$ cat config.mk
export PLATFORM = sky130hd
export DESIGN_NAME = shader_flow_seq
export DESIGN_NICKNAME = d
export VERILOG_FILES = /design/src/rtl/fs_pkg.sv /design/src/rtl/fs_ctrl.sv /design/src/rtl/fs_data.sv /design/src/rtl/shader_flow_seq.sv
export SDC_FILE = /design/constraint.sdc
export NUM_CORES = 1
export LEC_CHECK = 0
export CORE_MARGIN = 5
export CORE_UTILIZATION = 55
export CTS_CLUSTER_DIAMETER = 120
export DETAILED_ROUTE_END_ITERATION = 10
export PLACE_DENSITY_LB_ADDON = 0.05
export SLEW_MARGIN = 20
export SYNTH_ARGS = -nofsm -noshare
export SYNTH_HDL_FRONTEND = slang
export SYNTH_SLANG_ARGS = --single-unit
$ cat constraint.sdc
create_clock -name clk -period 5.3 [get_ports clk]
set_clock_uncertainty 0.2 [all_clocks]
set_input_delay 1.59 -clock clk [delete_from_list [all_inputs] [get_ports clk]]
set_output_delay 1.59 -clock clk [all_outputs]
set_load 0.1 [all_outputs]
$ cat src/rtl/fs_pkg.sv
package fs_pkg;

  typedef enum logic [3:0] {
    OP_NOP   = 4'd0,
    OP_HALT  = 4'd1,
    OP_BRC   = 4'd2,
    OP_BRU   = 4'd3,
    OP_CALL  = 4'd4,
    OP_CALLU = 4'd5,
    OP_CALLC = 4'd6,
    OP_IFU   = 4'd7,
    OP_IFC   = 4'd8,
    OP_LOOP  = 4'd9
  } op_e;

  typedef enum logic [1:0] {
    PS_CALL = 2'd0,
    PS_THEN = 2'd1,
    PS_ELSE = 2'd2,
    PS_LOOP = 2'd3
  } push_sel_e;

  // strobes from control to datapath, at most one PC source active
  typedef struct packed {
    logic      load;
    logic      popRet;
    logic      popLoop;
    logic      push;
    push_sel_e pushSel;
    logic      jump;
    logic      step;
    logic      halt;
    logic      loadLoop;
    logic      ovf;
  } strobe_t;

endpackage

$ cat src/rtl/fs_ctrl.sv
module fs_ctrl
  import fs_pkg::*;
(
  input  logic       start,
  input  logic       halted,
  input  logic       popHit,
  input  logic       topRepZero,
  input  logic       full,
  input  logic [3:0] opField,
  input  logic       boolUniform,
  input  logic       condTrue,
  output strobe_t    strb
);

  op_e op;
  logic wantPush;
  assign op = op_e'(opField);

  always_comb begin
    strb     = '0;
    wantPush = 1'b0;
    if (start) begin
      strb.load = 1'b1;
    end else if (!halted) begin
      if (popHit) begin
        strb.popRet  = topRepZero;
        strb.popLoop = !topRepZero;
      end else begin
        unique case (op)
          OP_HALT: strb.halt = 1'b1;
          OP_BRC: begin strb.jump = condTrue; strb.step = !condTrue; end
          OP_BRU: begin strb.jump = boolUniform; strb.step = !boolUniform; end
          OP_CALL: begin wantPush = 1'b1; strb.pushSel = PS_CALL; strb.jump = 1'b1; end
          OP_CALLU: begin
            wantPush = boolUniform; strb.pushSel = PS_CALL;
            strb.jump = boolUniform; strb.step = !boolUniform;
          end
          OP_CALLC: begin
            wantPush = condTrue; strb.pushSel = PS_CALL;
            strb.jump = condTrue; strb.step = !condTrue;
          end
          OP_IFU: begin
            wantPush = 1'b1; strb.pushSel = boolUniform ? PS_THEN : PS_ELSE;
            strb.step = boolUniform; strb.jump = !boolUniform;
          end
          OP_IFC: begin
            wantPush = 1'b1; strb.pushSel = condTrue ? PS_THEN : PS_ELSE;
            strb.step = condTrue; strb.jump = !condTrue;
          end
          OP_LOOP: begin
            wantPush = 1'b1; strb.pushSel = PS_LOOP;
            strb.loadLoop = 1'b1; strb.step = 1'b1;
          end
          default: strb.step = 1'b1;
        endcase
        strb.push = wantPush && !full;
        strb.ovf  = wantPush && full;
      end
    end
  end

endmodule

$ cat src/rtl/fs_data.sv
module fs_data
  import fs_pkg::*;
#(
  parameter int AW    = 8,
  parameter int CW    = 8,
  parameter int DEPTH = 4
) (
  input  logic          clk,
  input  logic          rstN,
  input  strobe_t       strb,
  input  logic [AW-1:0] mainOffset,
  input  logic [AW-1:0] dest,
  input  logic [AW-1:0] count,
  input  logic [CW-1:0] intX,
  input  logic [CW-1:0] intY,
  input  logic [CW-1:0] intZ,
  output logic [AW-1:0] pc,
  output logic [CW-1:0] loopCnt,
  output logic          halted,
  output logic          overflow,
  output logic          popHit,
  output logic          topRepZero,
  output logic          full
);

  localparam int SPW = $clog2(DEPTH + 1);
  localparam int IXW = (DEPTH > 1) ? $clog2(DEPTH) : 1;

  logic [AW-1:0] endA   [DEPTH];
  logic [AW-1:0] retA   [DEPTH];
  logic [AW-1:0] startA [DEPTH];
  logic [CW-1:0] repA   [DEPTH];
  logic [CW-1:0] incA   [DEPTH];
  logic [SPW-1:0] sp;
  logic [IXW-1:0] topIdx;
  logic [AW-1:0] pcNext, nStart, nEnd, nRet;
  logic [CW-1:0] nRep, nInc;

  assign pcNext     = pc + AW'(1);
  assign topIdx     = IXW'(sp - SPW'(1));
  assign full       = (sp == SPW'(DEPTH));
  assign popHit     = (sp != '0) && (pc == endA[topIdx]);
  assign topRepZero = (repA[topIdx] == '0);

  // contents of the entry a push would create
  always_comb begin
    nRep = '0;
    nInc = '0;
    unique case (strb.pushSel)
      PS_CALL: begin nStart = dest;   nEnd = dest + count; nRet = pcNext; end
      PS_THEN: begin nStart = pcNext; nEnd = dest;         nRet = dest + count; end
      PS_ELSE: begin nStart = dest;   nEnd = dest + count; nRet = dest + count; end
      default: begin
        nStart = pcNext; nEnd = dest + AW'(1); nRet = dest + AW'(1);
        nRep = intX; nInc = intZ;
      end
    endcase
  end

  for (genvar g = 0; g < DEPTH; g++) begin : gEntry
    always_ff @(posedge clk or negedge rstN) begin
      if (!rstN) begin
        endA[g] <= '0; retA[g] <= '0; startA[g] <= '0;
        repA[g] <= '0; incA[g] <= '0;
      end else if (strb.push && sp == SPW'(g)) begin
        endA[g] <= nEnd; retA[g] <= nRet; startA[g] <= nStart;
        repA[g] <= nRep; incA[g] <= nInc;
      end else if (strb.popLoop && topIdx == IXW'(g)) begin
        repA[g] <= repA[g] - CW'(1);
      end
    end
  end

  always_ff @(posedge clk or negedge rstN) begin
    if (!rstN) begin
      sp       <= '0;
      pc       <= '0;
      loopCnt  <= '0;
      halted   <= 1'b1;
      overflow <= 1'b0;
    end else begin
      if (strb.load)        sp <= '0;
      else if (strb.push)   sp <= sp + SPW'(1);
      else if (strb.popRet) sp <= sp - SPW'(1);

      if (strb.load)         pc <= mainOffset;
      else if (strb.popRet)  pc <= retA[topIdx];
      else if (strb.popLoop) pc <= startA[topIdx];
      else if (strb.jump)    pc <= dest;
      else if (strb.step)    pc <= pcNext;

      if (strb.popRet || strb.popLoop) loopCnt <= loopCnt + incA[topIdx];
      else if (strb.loadLoop)          loopCnt <= intY;

      if (strb.load)      halted <= 1'b0;
      else if (strb.halt) halted <= 1'b1;

      if (strb.load)     overflow <= 1'b0;
      else if (strb.ovf) overflow <= 1'b1;
    end
  end

endmodule

$ cat src/rtl/shader_flow_seq.sv
module shader_flow_seq
  import fs_pkg::*;
#(
  parameter int AW    = 8,
  parameter int CW    = 8,
  parameter int DEPTH = 4,
  localparam int IWD  = 2 * AW + 4
) (
  input  logic           clk,
  input  logic           rstN,
  input  logic           start,
  input  logic [AW-1:0]  mainOffset,
  output logic [AW-1:0]  imemAddr,
  input  logic [IWD-1:0] imemData,
  input  logic           boolUniform,
  input  logic           condTrue,
  input  logic [CW-1:0]  intX,
  input  logic [CW-1:0]  intY,
  input  logic [CW-1:0]  intZ,
  output logic [CW-1:0]  loopCnt,
  output logic           halted,
  output logic           overflow
);

  strobe_t       strb;
  logic [3:0]    opField;
  logic [AW-1:0] destField, cntField;
  logic          popHit, topRepZero, full;

  assign opField   = imemData[IWD-1 -: 4];
  assign destField = imemData[2*AW-1:AW];
  assign cntField  = imemData[AW-1:0];

  fs_ctrl u_ctrl (
    .start       (start),
    .halted      (halted),
    .popHit      (popHit),
    .topRepZero  (topRepZero),
    .full        (full),
    .opField     (opField),
    .boolUniform (boolUniform),
    .condTrue    (condTrue),
    .strb        (strb)
  );

  fs_data #(.AW(AW), .CW(CW), .DEPTH(DEPTH)) u_data (
    .clk        (clk),
    .rstN       (rstN),
    .strb       (strb),
    .mainOffset (mainOffset),
    .dest       (destField),
    .count      (cntField),
    .intX       (intX),
    .intY       (intY),
    .intZ       (intZ),
    .pc         (imemAddr),
    .loopCnt    (loopCnt),
    .halted     (halted),
    .overflow   (overflow),
    .popHit     (popHit),
    .topRepZero (topRepZero),
    .full       (full)
  );

endmodule

Word level (Yosys, flattened, before mapping)
Index checks and enable logic that the tools add are counted.

word-level totals
  bits in registers = 181
  input bits = 57
  output and inout port bits = 18
  logic and storage cells = 151

operators by class
  $add $sub $neg = 10
  $lt $le $gt $ge = 1
  eq/ne operators = 19
  mux-type cells = 58
  bitwise operators = 1
  reductions and logical operators = 37

operator list
  kind                                                  count
  two-way mux 8 bit                                     29
  binary-select mux 8 bit (select 2 bit)                5
  case mux 8 bit (2 select lines)                       2
  subtractor 8 x 1 -> 8 bit (second input constant)     4
  two-way mux 10 bit                                    2
  adder 8 x 1 -> 8 bit (second input constant)          2
  adder 8 bit                                           2
  equality test 4 x 3 -> 1 bit (second input constant)  4
  nonzero test 2 bit                                    7
  logical AND 1 bit                                     11
  two-way mux 1 bit                                     10
  case mux 1 bit (5 select lines)                       2
  OR reduction 2 bit                                    5
  two-way mux 3 bit                                     3
  equality test 4 x 2 -> 1 bit (second input constant)  2
  equality test 4 bit (second input constant)           2
  equality test 8 bit                                   1
  logical NOT 8 bit                                     1
  equality test 2 bit (second input constant)           3
  equality test 3 x 2 -> 1 bit (second input constant)  2
  two-way mux 2 bit                                     3
  case mux 2 bit (3 select lines)                       1
  nonzero test 3 bit                                    2
  nonzero test 5 bit                                    1
  other kinds (15)                                      20

Longest topological paths before layout
  depth after elaboration = 19
  gate-level depth with buffers = 21
  gate-level depth less buffers = 14

Hierarchy
Synthesis repeated with hierarchy kept, for this count alone.

second synthesis, totals
  cell total of the unflattened synthesis = 1,093
  area total of the unflattened synthesis = 10,502.6 um2

modules (own cells, without submodules)
  module   instances  cells an instance  area each (um2)  sequential area each (um2)
  fs_data  1          1,052              10,197.3         4,530.6
  fs_ctrl  1          41                 305.3            0.0

Worst setup path before layout
OpenSTA, ideal clock, no wires.

  path kind = input to register
  start = in imemData[19]
  end = reg u_data.repA[17] (netlist bit)
  setup time = 0.095 ns
  arrival time = 3.950 ns
  required time = 5.005 ns
  slack = 1.054 ns
  stages on the path = 14
  path buffers = 5
  cells stage by stage = nor2b_1 > and2_1 > clkbuf_1 > a21oi_1 > nor2_1 > nand3_1 > buf_4 > inv_1 > ha_1 > clkbuf_1 > clkbuf_1 > clkbuf_1 > nand3_1 > o31ai_1

between the ends
  word-level cells in the longest chain between the ends = 12
  elaborated cells between the ends (all ways) = 24
  classes of those cells = 8 x eq/ne; 10 x mux; 6 x reduce/logical

RTL lines
  what                                                                        line                   RTL
  from (decl)                                                                 shader_flow_seq.sv:14  input logic [IWD-1:0] imemData,
  equality test 4 x 3 -> 1 bit / equality test 4 bit (equally long branches)  fs_ctrl.sv:29          unique case (op)
  OR reduction 4 bit (no line)                                                -
  case mux 1 bit (3 select lines)                                             fs_ctrl.sv:29
  two-way mux 1 bit                                                           fs_ctrl.sv:25          if (popHit) begin
  two-way mux 1 bit                                                           fs_ctrl.sv:24          end else if (!halted) begin
  two-way mux 1 bit                                                           fs_ctrl.sv:22          if (start) begin
  logical AND 1 bit                                                           fs_ctrl.sv:56          strb.push = wantPush && !full;
  two-way mux 8 bit *                                                         fs_ctrl.sv:25
  two-way mux 10 bit *                                                        fs_ctrl.sv:24
  two-way mux 10 bit *                                                        fs_ctrl.sv:22
  logical AND 1 bit                                                           fs_data.sv:65          end else if (strb.push && sp == SPW'(g)) begin
  two-way mux 8 bit / nonzero test 2 bit (equally long branches)              -
  to (signal, indexed assignment)                                             fs_data.sv:67          repA[g] <= nRep; incA[g] <= nInc;
  to (signal, indexed assignment)                                             fs_data.sv:69          repA[g] <= repA[g] - CW'(1);
  to (decl)                                                                   fs_data.sv:32          logic [CW-1:0] repA [DEPTH];

Mark *: on every way between the ends. The rest lies on a longest branch, timed or not. The select of a mux whose other input is x is not followed.
A chain may end at the register's enable or synchronous reset.

Worst setup path in the final report
  start = reg u_data.sp[0]
  end = reg u_data.retA[17] (netlist bit)

between the ends
  word-level cells in the longest chain between the ends = 13
  elaborated cells between the ends (all ways) = 21
  classes of those cells = 1 x add/sub; 5 x eq/ne; 7 x mux; 1 x bitwise; 7 x reduce/logical

RTL lines
  what                                                                        line           RTL
  from (decl)                                                                 fs_data.sv:34  logic [SPW-1:0] sp;
  from (signal assigned)                                                      fs_data.sv:83  else if (strb.push) sp <= sp + SPW'(1);
  from (signal assigned)                                                      fs_data.sv:84  else if (strb.popRet) sp <= sp - SPW'(1);
  subtractor 3 x 1 -> 3 bit                                                   fs_data.sv:40  assign topIdx = IXW'(sp - SPW'(1));
  inverter 2 -> 3 bit (not written as such)                                   fs_data.sv:42  assign popHit = (sp != '0) && (pc == endA[topIdx]);
  binary-select mux 8 bit (select 2 bit)                                      fs_data.sv:42
  two-way mux 8 bit (not written as such) (2 in series)                       fs_data.sv:42
  equality test 8 bit                                                         fs_data.sv:42
  logical AND 1 bit                                                           fs_data.sv:42
  two-way mux 8 bit                                                           fs_ctrl.sv:25
  two-way mux 10 bit                                                          fs_ctrl.sv:24
  two-way mux 10 bit                                                          fs_ctrl.sv:22
  equality test 2 x 1 -> 1 bit / equality test 2 bit (equally long branches)  fs_data.sv:49  unique case (strb.pushSel)
  OR reduction 2 bit (no line)                                                -
  case mux 8 bit (2 select lines)                                             fs_data.sv:49
  to (signal, indexed assignment)                                             fs_data.sv:66  endA[g] <= nEnd; retA[g] <= nRet; startA[g] <= nStart;
  to (decl)                                                                   fs_data.sv:30  logic [AW-1:0] retA [DEPTH];

Parallel ways exist; a longest one is shown, timed or not. The select of a mux whose other input is x is not followed.

==> metrics.yaml <==
status: "complete, no violations"
ys_async_sr_fraction_pct: 100
cts_tree: "built"
max_stage_delay_ns: 0.69
crit_type: "reg2reg"
cts_resized: 0
startpoint_type: "flip-flop"
start_util_pct: 55.6
relSlewSlack_pct: 34.8
root_buffer: "clkbuf_16"
p_per_area_mw_per_mm2: 382
max-cap-violations: 0
tns_ns: 0
crit_path_max_fanout: 15
synth_area_per_cell_um2: 9.82
h-tree-depth: 4
synth_area_mm2: 0.0104
synth.distinct_cells: 65
diodes: 0
routedWlPerCell_um: 19.7
insertion_delay_ns: 0.43
ys.flop_type: "dfrtp_1"
clk_path_buf_depth: 2
antenna_found_initial: 0
place_inst: 1326
syn-num-nets: 1145
rsz0062_at_grt: "no"
core_area_mm2: 0.0186
dieArea_mm2: 0.0217
critPathArrivalTime_ns: 4.88
drt_wl_total_um: 26800
drtIter0Drc: 532
cts_made_buffers: 17
gp_congestion: 0.928
crit_top_cell: "nand2_1"
layout_min_cycle_time_ns: 4.72
io-pin-count: 75
cp-end-kind: "flip-flop"
hold_class: "reg2reg"
detailroute.via_count: 8068
ir_drop_v: 0.000257
hpwl_um: 18700
synth_seq_cells: 181
final_nets: 1201
grt_max_degree: 86
worstMarginPinSlew_ns: 0.974
overflow: 0
vias_per_cell: 5.94
synthToLayoutAreaGrowth_pct: 15.1
post-route-period-util_pct: 89.0
die-height_um: 147
portBuffers: 74
grt_pass1_wl_um: 43700
fmax_ghz: 0.212
mostFrequentLayoutCell: "nand2_1"
die_w_um: 147
drive_above_1_share_pct: 14.4
critPathRequiredTime_ns: 5.46
grt_pass1_vias: 7984
regArea_mm2: 0.00453
p_leak_nw: 5.32
grt_use_total_pct: 25.4
fin_cells: 1358
hold_viol: 0
synthCells: 1055
r2r_cells: 13
slew_violations: 0
path_cells: "inv_1, ha_1, mux4_2, xnor2_1, nand2_1, or4_1, nand3_1, buf_4, ha_1, a22oi_1, o21ai_0, nand2_1, nand2_1"
synth_seq_area_share_pct: 43.7
drc: 0
nFillCells: 1564
finalSetupViolCount: 0
yosysWarnings: 0
post-cts-setup-buffers: 0
cts.sinks: 181
hold_depth: 2
layout_common_cells: "226 x nand2_1, 179 x dfrtp_1, 79 x o21ai_0"
multi_input_area_mm2: 0.00543
slowest_stage: "ha_1"
synth_edf_count: 0
first_pass_iters: 5
row_count: 50
path_clk_slew_ns: 0.07
ctsHoldBuffers: 0
ant_nets: 0
## report_power, final
group | internal (mW) | switching [mW]
Sequential | 1.68 | 0.187
Clock | 0.767 | 0.566
Combinational | 0.545 | 0.815
## kinds of logic after synthesis
group                    share of synthesized area (%)
AO/OA/AOI/OAI                                     11.3
flip-flops                                        43.7
AND/OR/NAND/NOR                                   17.4
adder cells (fa/ha/maj)                           4.13
buffers and inverters                             3.97
multiplexers                                      14.3
XOR/XNOR                                          5.14
## worst paths after layout
check,from,slack [ns],endpoint
hold reg to reg,u_data.startA[12],0.27,u_data.startA[12]
hold / removal,u_data.startA[12],0.27,u_data.startA[12]
max in group asynchronous,rstN,3.02,u_data.pc[2]
setup reg to reg,u_data.sp[0],0.58,u_data.retA[17]
min in group asynchronous,rstN,1.02,u_data.loopCnt[3]
setup / recovery,u_data.sp[0],0.58,u_data.retA[17]
## final cells by class
| type | count | area share [%] |
|---|---|---|
| clock buffers | 20 | 3.75 |
| clock inverters | 12 | 1.41 |
| inverters | 24 | 0.755 |
| multi-input cells | 785 | 45.5 |
| flip-flops and latches | 181 | 38.0 |
| well taps | 234 | 2.46 |
| repair buffers | 102 | 8.09 |
## metrics by stage
stage	worst slack (ns)	power, mW	hold slack [ns]	instance area [um^2]	util [%]
global placement	0.613	3.20	0.254	11300	60.7
CTS	0.645	4.58	0.278	11900	64.0
global route	0.356	4.80	0.302	11900	64.0
finish	0.583	4.56	0.271	11900	64.0
floorplan	1.05	2.81	0.240	10400	-
detailed placement	0.503	3.24	0.261	11300	60.7
## state kept, by name, indices dropped and copies added, names as in the netlist
name,count
u_data.startA,32
u_data.sp,3
u_data.endA,32
u_data.pc,8
u_data.retA,32
u_data.loopCnt,8
u_data.overflow,1
u_data.repA,32
u_data.incA,32
u_data.halted,1
## cells in the mapped netlist, types with 7 or more instances
library cell	instances	share of area (%)
mux4_2	29	6.3
xor2_1	29	2.5
nor2_1	42	1.5
a211oi_1	8	0.58
nand3_1	44	2.1
o21ai_2	9	0.76
a21oi_1	35	1.7
nor3_1	13	0.63
buf_2	17	0.82
o21ai_1	7	0.34
and3_1	7	0.42
nor2b_1	7	0.42
mux2_2	51	5.5
nand4_1	7	0.42
inv_1	24	0.87
xnor2_1	30	2.5
ha_1	31	3.7
nor3b_1	9	0.65
a31oi_1	7	0.42
a22oi_1	8	0.58
clkbuf_1	35	1.3
mux2i_1	23	2.2
o21ai_0	79	3.8
dfrtp_1	180	43
nand2_1	226	8.2
## critical path: cells and delay by family, from the launching register on
| kind | cells | cell delay [ns] |
|---|---|---|
| and+or+nand+nor | 5 | 1.16 |
| AOI/OAI and AO/OA | 2 | 0.69 |
| buffers and inverters | 2 | 0.42 |
| adders and majority gates | 2 | 1.07 |
| DFF | 1 | 0.55 |
| muxes | 1 | 0.41 |
| xor gates and xnor gates | 1 | 0.14 |
## layer usage
| metal | global-route usage, % | routed length (um) | share of wire [%] |
|---|---|---|---|
| met2 | 39.2 | 12000 | 45 |
| met4 | 6.94 | 467 | 1.7 |
| met1 | 37.0 | 12300 | 46 |
| met3 | 5.09 | 2040 | 7.6 |
| met5 | 0 | 0 | 0 |
(Power assumes the default switching activity.)
